**config.mk**
```make
export PLATFORM = sky130hd
export DESIGN_NAME = spi_clkdiv_dual
export DESIGN_NICKNAME = d
export VERILOG_FILES = /design/src/rtl/spi_clkdiv_pkg.sv /design/src/rtl/spi_clkdiv_law.sv /design/src/rtl/spi_clkdiv_count.sv /design/src/rtl/spi_clkdiv_dual.sv
export SDC_FILE = /design/constraint.sdc
export NUM_CORES = 1
export LEC_CHECK = 0
export ABC_AREA = 0
export CAP_MARGIN = 15
export CORE_MARGIN = 5
export CORE_UTILIZATION = 60
export DETAILED_ROUTE_END_ITERATION = 8
export DONT_BUFFER_PORTS = 1
export GPL_TIMING_DRIVEN = 0
export PLACE_DENSITY = 0.76
export SYNTH_ARGS = -nofsm -noshare
export SYNTH_HDL_FRONTEND = slang
export SYNTH_SLANG_ARGS = --single-unit
```
**constraint.sdc**
```tcl
create_clock -name clk -period 2.53 [get_ports clk]
set_input_delay 0.253 -clock clk [delete_from_list [all_inputs] [get_ports clk]]
set_output_delay 0.253 -clock clk [all_outputs]
set_load 0.05 [all_outputs]
```
**src/rtl/spi_clkdiv_pkg.sv**
```systemverilog
package spi_clkdiv_pkg;
   typedef enum logic {
      LAW_EXP = 1'b0,
      LAW_LIN = 1'b1
   } div_law_e;

   function automatic int half_w(input int lin_w, input int exp_w);
      int ew;
      ew = (1 << exp_w) - 1;
      return (lin_w + 1 > ew) ? lin_w + 1 : ew;
   endfunction
endpackage

```
**src/rtl/spi_clkdiv_law.sv**
```systemverilog
module spi_clkdiv_law
   import spi_clkdiv_pkg::*;
#(
   parameter int LIN_W = 8,
   parameter int EXP_W = 4,
   parameter int HW    = half_w(LIN_W, EXP_W)
) (
   input  logic             law_sel_i,
   input  logic [LIN_W-1:0] lin_n_i,
   input  logic [EXP_W-1:0] exp_m_i,
   output logic [HW-1:0]    last_o
);
   localparam int NEXP = 1 << EXP_W;

   logic [HW-1:0] exp_tab [NEXP];

   // Terminal count per exponent: half-period 2^(M-1) edges, M<2 gives 1
   for (genvar e = 0; e < NEXP; e++) begin : g_exp
      localparam int SH = (e < 2) ? 0 : e - 1;
      localparam logic [63:0] V64 = (64'd1 << SH) - 64'd1;
      assign exp_tab[e] = V64[HW-1:0];
   end

   always_comb begin
      if (div_law_e'(law_sel_i) == LAW_LIN)
         last_o = {{(HW-LIN_W){1'b0}}, lin_n_i};
      else
         last_o = exp_tab[exp_m_i];
   end
endmodule

```
**src/rtl/spi_clkdiv_count.sv**
```systemverilog
module spi_clkdiv_count #(
   parameter int HW = 15
) (
   input  logic          clk,
   input  logic          rst_n,
   input  logic          run_i,
   input  logic [HW-1:0] last_i,
   output logic          lead_o,
   output logic          trail_o
);
   logic [HW-1:0] cnt;
   logic          phase;
   logic          seen_lead;

   always_ff @(posedge clk) begin
      if (!rst_n || !run_i) begin
         cnt     <= '0;
         phase   <= 1'b0;
         lead_o  <= 1'b0;
         trail_o <= 1'b0;
      end else if (cnt == last_i) begin
         cnt     <= '0;
         phase   <= ~phase;
         lead_o  <= ~phase;
         trail_o <= phase;
      end else begin
         cnt     <= cnt + 1'b1;
         lead_o  <= 1'b0;
         trail_o <= 1'b0;
      end
   end

   // Tracks which tick was last observed at the outputs
   always_ff @(posedge clk) begin
      if (!rst_n || !run_i) seen_lead <= 1'b0;
      else if (lead_o)      seen_lead <= 1'b1;
      else if (trail_o)     seen_lead <= 1'b0;
   end

   AST_ONE_KIND: assert property (@(posedge clk) disable iff (!rst_n)
      !(lead_o && trail_o));
   AST_ALTERNATE_LEAD: assert property (@(posedge clk) disable iff (!rst_n)
      lead_o |-> !seen_lead);
   AST_ALTERNATE_TRAIL: assert property (@(posedge clk) disable iff (!rst_n)
      trail_o |-> seen_lead);
   AST_IDLE_QUIET: assert property (@(posedge clk) disable iff (!rst_n)
      !run_i |=> (!lead_o && !trail_o));
   AST_DIV2: assert property (@(posedge clk) disable iff (!rst_n)
      ($past(rst_n) && $past(run_i) && $past(last_i) == '0) |-> (lead_o || trail_o));
endmodule

```
**src/rtl/spi_clkdiv_dual.sv**
```systemverilog
module spi_clkdiv_dual
   import spi_clkdiv_pkg::*;
#(
   parameter int LIN_W = 8,
   parameter int EXP_W = 4
) (
   input  logic             clk,
   input  logic             rst_n,
   input  logic             run_i,
   input  logic             law_sel_i,
   input  logic [LIN_W-1:0] lin_n_i,
   input  logic [EXP_W-1:0] exp_m_i,
   output logic             lead_tick_o,
   output logic             trail_tick_o
);
   localparam int HW = half_w(LIN_W, EXP_W);

   if (LIN_W < 1 || LIN_W > 30) begin : g_bad_lin
      $error("spi_clkdiv_dual: LIN_W out of range");
   end
   if (EXP_W < 1 || EXP_W > 5) begin : g_bad_exp
      $error("spi_clkdiv_dual: EXP_W out of range");
   end

   logic [HW-1:0] last;

   spi_clkdiv_law #(.LIN_W(LIN_W), .EXP_W(EXP_W), .HW(HW)) u_law (
      .law_sel_i (law_sel_i),
      .lin_n_i   (lin_n_i),
      .exp_m_i   (exp_m_i),
      .last_o    (last)
   );

   spi_clkdiv_count #(.HW(HW)) u_count (
      .clk     (clk),
      .rst_n   (rst_n),
      .run_i   (run_i),
      .last_i  (last),
      .lead_o  (lead_tick_o),
      .trail_o (trail_tick_o)
   );
endmodule

```
==> key figures, run 1 <==
Clock network
  – # Post-CTS Setup Buffers: 0
  – Clock Path Buffers: 2
  – CTS buffer count: 3
  – CTS resizes: 0
  – Worst skew pair latency: ~0.29 ns
  – CTS root buf: clkbuf_4
  – Post-CTS Hold Buffers: 0
  – Clock-pin slew on the worst setup and hold paths: around 0.10 ns
  – H-tree levels: 1
  – TritonCTS clock tree: yes
  – Clock sink total: 18

Logic synthesis
  – Post-synthesis sequential area ratio: 32.9%
  – Synth Warn #: 0
  – Post-synth top area share: ~33%
  – Synthesized cell area: 0.00109 mm2
  – Count leader, synth: nor2_1
  – Post-Syn Area per Cell: 8.23 um2
  – Yosys top cell by area: dfxtp_1
  – Cells after synthesis: 133
  – Synth async-reset ratio: 0%
  – Top FF cell, synth: dfxtp_1
  – Yosys reg bits: 18
  – Syn nets: 150
  – Synth top area cells: dfxtp_1 (33%), xnor2_1 (7.2%), xor2_1 (7.2%)
  – Most frequent cells after synthesis: nor2_1 (20), dfxtp_1 (18), xnor2_1 (9), xor2_1 (9), nor2b_1 (8)
  – Library cells used by synthesis: 37
  – Post-synth EDFFs: 0

Detailed routing
  – Vias per inst: 5.70
  – Initial DRC count: 24
  – Final ANT Viol Nets: 0
  – Vias: ~900
  – Drt drc: 0
  – WL per Instance: roughly 13 um
  – 1st-pass router iterations: 4
  – Routed wire length: 2.08 mm

Floorplan
  – I/O pin count: 18
  – Rows: 15
  – Die ar.: 0.00278 mm2
  – Initial Utilization: 63.4%
  – Die W: about 53 um
  – Core Region: ~0.0017 mm2
  – Chip Height: between 50 and 60 um

GRT
  – Total track usage: roughly 17%
  – Largest net degree at the start of global routing: 11
  – Initial antenna violation count: 0
  – Grt total ovfl: 0
  – First-pass GRT wire length: 3.50 mm
  – Via count of the first global-routing pass: around 830

Setup path
  – Critical path arrival: 2.44 ns
  – Crit path largest cell delay: approximately 0.60 ns
  – Worst setup SP type: register
  – R2R depth: 7
  – Critical path class: reg2reg
  – Crit-path cells: or3b_1, a211oi_2, o2111ai_1, or4_4, o21bai_4, buf_4, nor2_1
  – CP required: between 2 and 3 ns
  – Critical Path Fanout Max: 10
  – Crit end category: register
  – Slowest cell on crit path: or4_4

Timing
  – Crit path time final: ~2.3 ns
  – Fin worst setup slack: between 0.2 and 0.3 ns
  – Worst Tran Pin Value: around 0.49 ns
  – Max Fclk: 444 MHz
  – RSZ-0062 raised after global routing: false
  – Tcrit/Tclk final: between 80 and 90%
  – Final hold vios: 0
  – Finish-stage setup viols: 0
  – Post-Route Setup TNS: 0 ns
  – Max-slew violations: 0
  – Slew margin rel.: between 60% and 70%
  – Clk_skew: between 0.007 and 0.008 ns

Placement
  – PortBufs: 0
  – Pre-CTS setup slack: ~0.3 ns
  – Placed Instances: between 150 and 200
  – DP Wirelength: around 1.7 mm
  – RePlAce Congestion: roughly 0.83

Cells and area
  – Layout Nets: approximately 160
  – Layout cells sized above 1: under 10%
  – # diodes: 0
  – Layout area overhead: 6.17%
  – Filler cells: about 170
  – Non-filler cells, final: roughly 160

Flow run
  – Max cap viols: 0

Power and ir drop
  – Max rail drop VDD: a little under 0.3 mV
  – Leak: 0.405 nW
  – Cell area power density: approximately 440 mW/mm2

Min path
  – Cells on Worst Hold Path: 2
  – Hold Path Class: in2reg

Outcome
  – Status: completed
==> registers in the layout, summed over array words and instances, names as in the netlist <==
signal,cells
u_count.phase,1
u_count.cnt,15
u_count.lead_o,1
u_count.trail_o,1
==> worst max-delay path, delay by kind of cell, from the launching register on <==
family | cells | cell delay [ns]
AND/OR/NAND/NOR | 3 | 1.05
AO/OA/AOI/OAI | 3 | 0.53
buffers and inverters | 1 | 0.20
flip-flops | 1 | 0.37
==> cell usage in the layout, fill, tap and decap left out, types with 3 or more instances in the layout <==
master and count:
nor2_1 20, dfxtp_1 18, xnor2_1 9, xor2_1 9
nor2b_1 8, nand3_1 7, nand2_1 7, and3_1 6
o21ai_0 5, a21oi_1 4, nor4_1 4, inv_1 3
nor3_1 3, nand4_1 3, or3_1 3, clkbuf_4 3
==> final cells by class <==
| class | instances | area (um2) | share of cell area, % |
|---|---|---|---|
| plain buffers | 5 | 38.8 | 3.34 |
| clock buffers | 4 | 36.3 | 3.12 |
| inverters | 3 | 11.3 | 0.969 |
| multi-input cells | 107 | 684 | 58.9 |
| flip-flops and latches | 18 | 360 | 31.0 |
| well taps | 25 | 31.3 | 2.69 |
==> power by group <==
part / switching (W) / total [W] / internal, W / leakage [nW]
Sequential: 0.00000275 / 0.000287 / 0.000285 / 0.145
Combinational: 0.0000300 / 0.0000548 / 0.0000249 / 0.239
Clock: 0.0000835 / 0.000171 / 0.0000875 / 0.0210
==> routing by layer <==
layer,wire [um],GRT usage (%),vias up
li1,-,-,475
met1,993,22.4,413
met2,893,26.2,34
met3,180,4.56,2
met4,14,4.26,0
met5,0,0,-
==> cells by family after synthesis <==
group                      count (synthesis)  share of synthesized area, %
and+or+nand+nor                           68                          32.8
AOI/OAI and AO/OA                         19                          13.3
xor gates and xnor gates                  18                          14.4
DFF                                       18                          32.9
buffers and inverters                      8                          4.57
muxes                                      1                         0.914
adders and majority gates                  1                          1.14
==> worst paths after layout <==
kind | start | end | slack (ns)
worst max register to register | u_count.cnt[10] | u_count.cnt[11] | 0.28
worst max-delay path | u_count.cnt[10] | u_count.cnt[11] | 0.28
worst min register to register | u_count.phase | u_count.lead_o | 0.47
worst min-delay path | run_i | u_count.phase | 0.15
==> per-stage QoR <==
stage               power (W)  instance area, um2  utilization [%]  hold WS (ns)
finish               0.000513                1160             67.3         0.155
global route         0.000540                1160             67.3         0.160
CTS                  0.000520                1160             67.3         0.156
detailed placement   0.000348                1130             65.2         0.463
global placement     0.000347                1130             65.2         0.443
floorplan            0.000340                1090                -         0.430
No activity file was read; power rests on OpenSTA's default activity.
==> run 2: changes to the inputs <==
--- a/config.mk
+++ b/config.mk
@@ -6,7 +6,7 @@
 export NUM_CORES = 1
 export LEC_CHECK = 0
 export ABC_AREA = 0
-export CAP_MARGIN = 15
+export CAP_MARGIN = 0
 export CORE_MARGIN = 5
 export CORE_UTILIZATION = 60
 export DETAILED_ROUTE_END_ITERATION = 8
@@ -15,4 +15,5 @@
 export PLACE_DENSITY = 0.76
 export SYNTH_ARGS = -nofsm -noshare
 export SYNTH_HDL_FRONTEND = slang
+export SYNTH_HIERARCHICAL = 1
 export SYNTH_SLANG_ARGS = --single-unit
==> constraint.sdc (replaced) <==
create_clock -name clk -period 2.53 [get_ports clk]
set_input_delay 0.253 -clock clk [delete_from_list [all_inputs] [get_ports clk]]
set_output_delay 0.253 -clock clk [all_outputs]
set_load 0.01 [all_outputs]
==> run 2 against run 1 <==
Against the previous run:
- clock power barely moved
- critical path depth fell by 2
- combinational power rose by 9.7%
- sequential power barely moved
- clock skew fell by 0.0060 ns
- first-iteration DRC count fell by 29%
- cell count rose by 6.2%
- register-to-register slack improved by 0.53 ns
- worst hold slack got worse by 0.036 ns
- flip-flop and latch count did not move
- global-route usage rose by 0.67 points
- critical path type unchanged
- largest cell class unchanged
- largest power group unchanged
- highest routed layer unchanged
==> key figures, run 2 <==
GRT
  – Via count of the first global-routing pass: 883 (was 826)
  – Total track usage: 17.4% (was 16.7%)
  – Grt total ovfl: 0 (unchanged)
  – First-pass GRT wire length: 3.74 mm (was 3.50 mm)
  – Largest net degree at the start of global routing: 11 (unchanged)
  – Initial antenna violation count: 0 (unchanged)

Clock network
  – # Post-CTS Setup Buffers: 0 (unchanged)
  – CTS root buf: clkbuf_4 (unchanged)
  – Clock Path Buffers: 2 (unchanged)
  – Post-CTS Hold Buffers: 0 (unchanged)
  – CTS buffer count: 3 (unchanged)
  – Clock-pin slew on the worst setup and hold paths: 0.10 ns (about the same)
  – CTS resizes: 0 (unchanged)
  – Worst skew pair latency: 0.28 ns (was 0.29 ns)
  – H-tree levels: 1 (unchanged)
  – TritonCTS clock tree: yes (unchanged)
  – Clock sink total: 18 (unchanged)

Placement
  – PortBufs: 0 (unchanged)
  – RePlAce Congestion: 0.769 (was 0.832)
  – Placed Instances: 168 (was 158)
  – DP Wirelength: 1.73 mm (was 1.66 mm)

Logic synthesis
  – Synth top area cells: dfxtp_1 (31%), xnor2_1 (20%), nor3_1 (8.2%) (was dfxtp_1 (33%), xnor2_1 (7.2%), xor2_1 (7.2%))
  – Synthesized cell area: 0.00116 mm2 (was 0.00109 mm2)
  – Synth async-reset ratio: 0% (unchanged)
  – Cells after synthesis: 143 (was 133)
  – Yosys top cell by area: dfxtp_1 (unchanged)
  – Post-synth top area share: 31.2% (was 32.9%)
  – Yosys reg bits: 18 (unchanged)
  – Syn nets: 160 (was 150)
  – Library cells used by synthesis: 31 (was 37)
  – Count leader, synth: xnor2_1 (was nor2_1)
  – Post-Syn Area per Cell: 8.08 um2 (was 8.23 um2)
  – Post-synthesis sequential area ratio: 31.2% (was 32.9%)
  – Synth Warn #: 6 (was 0)
  – Most frequent cells after synthesis: xnor2_1 (26), nor3_1 (19), dfxtp_1 (18), nor2_1 (13) (was nor2_1 (20), dfxtp_1 (18), xnor2_1 (9), xor2_1 (9), nor2b_1 (8))
  – Post-synth EDFFs: 0 (unchanged)
  – Top FF cell, synth: dfxtp_1 (unchanged)

Timing
  – Crit path time final: 1.73 ns (was 2.25 ns)
  – Final hold vios: 0 (unchanged)
  – Tcrit/Tclk final: 68.2% (was 89.1%)
  – Max-slew violations: 0 (unchanged)
  – RSZ-0062 raised after global routing: false (unchanged)
  – Finish-stage setup viols: 0 (unchanged)
  – Hold slack: 0.119 ns (was 0.155 ns)
  – Slew margin rel.: 64.0% (was 67.3%)
  – Clk_skew: 0.00155 ns (was 0.00760 ns)
  – Worst Tran Pin Value: 0.536 ns (was 0.489 ns)
  – Post-Route Setup TNS: 0 ns (unchanged)
  – Max Fclk: 580 MHz (was 444 MHz)

Detailed routing
  – Routed wire length: 2.14 mm (was 2.08 mm)
  – WL met1: 953 um (was 993 um)
  – Initial DRC count: 17 (was 24)
  – Drt drc: 0 (unchanged)
  – Highest metal used: met4 (unchanged)
  – Met2 wire len: 1.05 mm (was 893 um)
  – Final ANT Viol Nets: 0 (unchanged)
  – 1st-pass router iterations: 4 (unchanged)
  – WL per Instance: 12.4 um (was 12.9 um)
  – DR WL met3: 123 um (was 180 um)
  – Vias: 948 (was 924)
  – Vias per inst: 5.51 (was 5.70)

Setup path
  – Crit-path cells: xnor2_1, nand4_1, nor4_4, buf_6, nor3_1 (was or3b_1, a211oi_2, o2111ai_1, or4_4, o21bai_4, buf_4, nor2_1)
  – R2R depth: 5 (was 7)
  – Crit end category: register (unchanged)
  – Worst setup SP type: register (unchanged)
  – Critical path depth: 5 (was 7)
  – CP bufs+invs: 1 (unchanged)
  – CP required: 2.69 ns (was 2.71 ns)
  – Slowest cell on crit path: nor4_4 (was or4_4)
  – Crit path largest cell delay: 0.57 ns (was 0.60 ns)
  – Critical path class: reg2reg (unchanged)
  – CP top delay family: simple AND/OR/NAND/NOR gates (unchanged)
  – Critical Path Fanout Max: 10 (unchanged)
  – Critical path arrival: 1.89 ns (was 2.44 ns)
  – Worst setup path startpoint: u_count/cnt[2] (was u_count.cnt[10])
  – RR Startpoint: u_count/cnt[2] (was u_count.cnt[10])

Floorplan
  – Chip Height: 53.9 um (was 52.7 um)
  – Rows: 15 (unchanged)
  – Die ar.: 0.00290 mm2 (was 0.00278 mm2)
  – I/O pin count: 18 (unchanged)
  – Core Region: 0.00178 mm2 (was 0.00173 mm2)
  – Die W: 53.9 um (was 52.7 um)
  – Initial Utilization: 64.8% (was 63.4%)

Min path
  – Hold Path Class: in2reg (unchanged)
  – Worst hold start: run_i (unchanged)
  – Cells on Worst Hold Path: 2 (unchanged)

Cells and area
  – Layout area overhead: 5.84% (was 6.17%)
  – Largest register FFs: 15 (unchanged)
  – Layout cells sized above 1: 11.6% (was 8.76%)
  – Register with the most flip-flops: u_count/cnt (was u_count.cnt)
  – Most frequent cells in the layout: xnor2_1 (26), nor3_1 (19), dfxtp_1 (18), nor2_1 (13) (was nor2_1 (20), dfxtp_1 (18), xnor2_1 (9), xor2_1 (9), nor2b_1 (8))
  – Non-filler cells, final: 172 (was 162)
  – Most common cell after layout, fill and taps aside: xnor2_1 (was nor2_1)
  – # diodes: 0 (unchanged)
  – Layout Nets: 165 (was 155)
  – Filler cells: 158 (was 167)

Power and ir drop
  – Leak: 0.374 nW (was 0.405 nW)
  – Cell area power density: 424 mW/mm2 (was 442 mW/mm2)
  – Max rail drop VDD: 0.323 mV (was 0.297 mV)

Outcome
  – Status: completed (unchanged)

Flow run
  – Max cap viols: 0 (unchanged)
-- run 2: per-layer routing --
layer / global-route usage (%) / up-vias
met5: 0 / -
met1: 22.0 / 429
met3: 2.22 / 2
met4: 6.38 / 0
met2: 29.8 / 23
li1: - / 494
-- run 2: where the power goes --
part	internal (W)	total, W	switching (W)
clock network	0.0000876	0.000172	0.0000841
registers	0.000285	0.000287	0.00000206
logic	0.0000286	0.0000601	0.0000315
total	0.000401	0.000519	0.000118
-- run 2: worst register-to-register path, delay by kind of cell, from the launching register on --
| family | cells | cell delay [ns] |
|---|---|---|
| xor+xnor | 1 | 0.15 |
| buf+inv | 1 | 0.22 |
| flops | 1 | 0.44 |
| simple gates | 3 | 0.80 |
-- run 2: worst paths after layout --
kind	end	slack [ns]
max reg2reg	u_count/cnt[12]	0.80
min	u_count/phase	0.12
max	u_count/cnt[12]	0.80
min reg2reg	u_count/lead_o	0.48
-- run 2: through the flow --
stage	util, %	setup WS, ns	power [W]	instance area, um2
after global routing	68.6	0.655	0.000552	1220
after detailed placement	66.6	0.544	0.000354	1190
after CTS	68.6	0.795	0.000528	1220
after global placement	66.6	0.543	0.000353	1190
final	68.6	0.805	0.000519	1220
after floorplan	-	0.742	0.000346	1160
-- run 2: logic make-up after synthesis --
kind of cell	after synthesis	share of synthesized area, %
buf+inv	16	7.90
xor+xnor	27	20.5
flops	18	31.2
compound gates	13	7.03
simple gates	66	31.2
fa+ha+maj	1	1.08
mux	1	0.866
other cells	1	0.324
-- run 2: layout make-up --
cell class	instances	area, um2	area share (%)
plain buffers	7	57.6	4.70
clock buffers	4	36.3	2.97
inverters	9	33.8	2.76
multi-input cells	109	704	57.6
flip-flops and latches	18	360	29.4
well taps	25	31.3	2.56
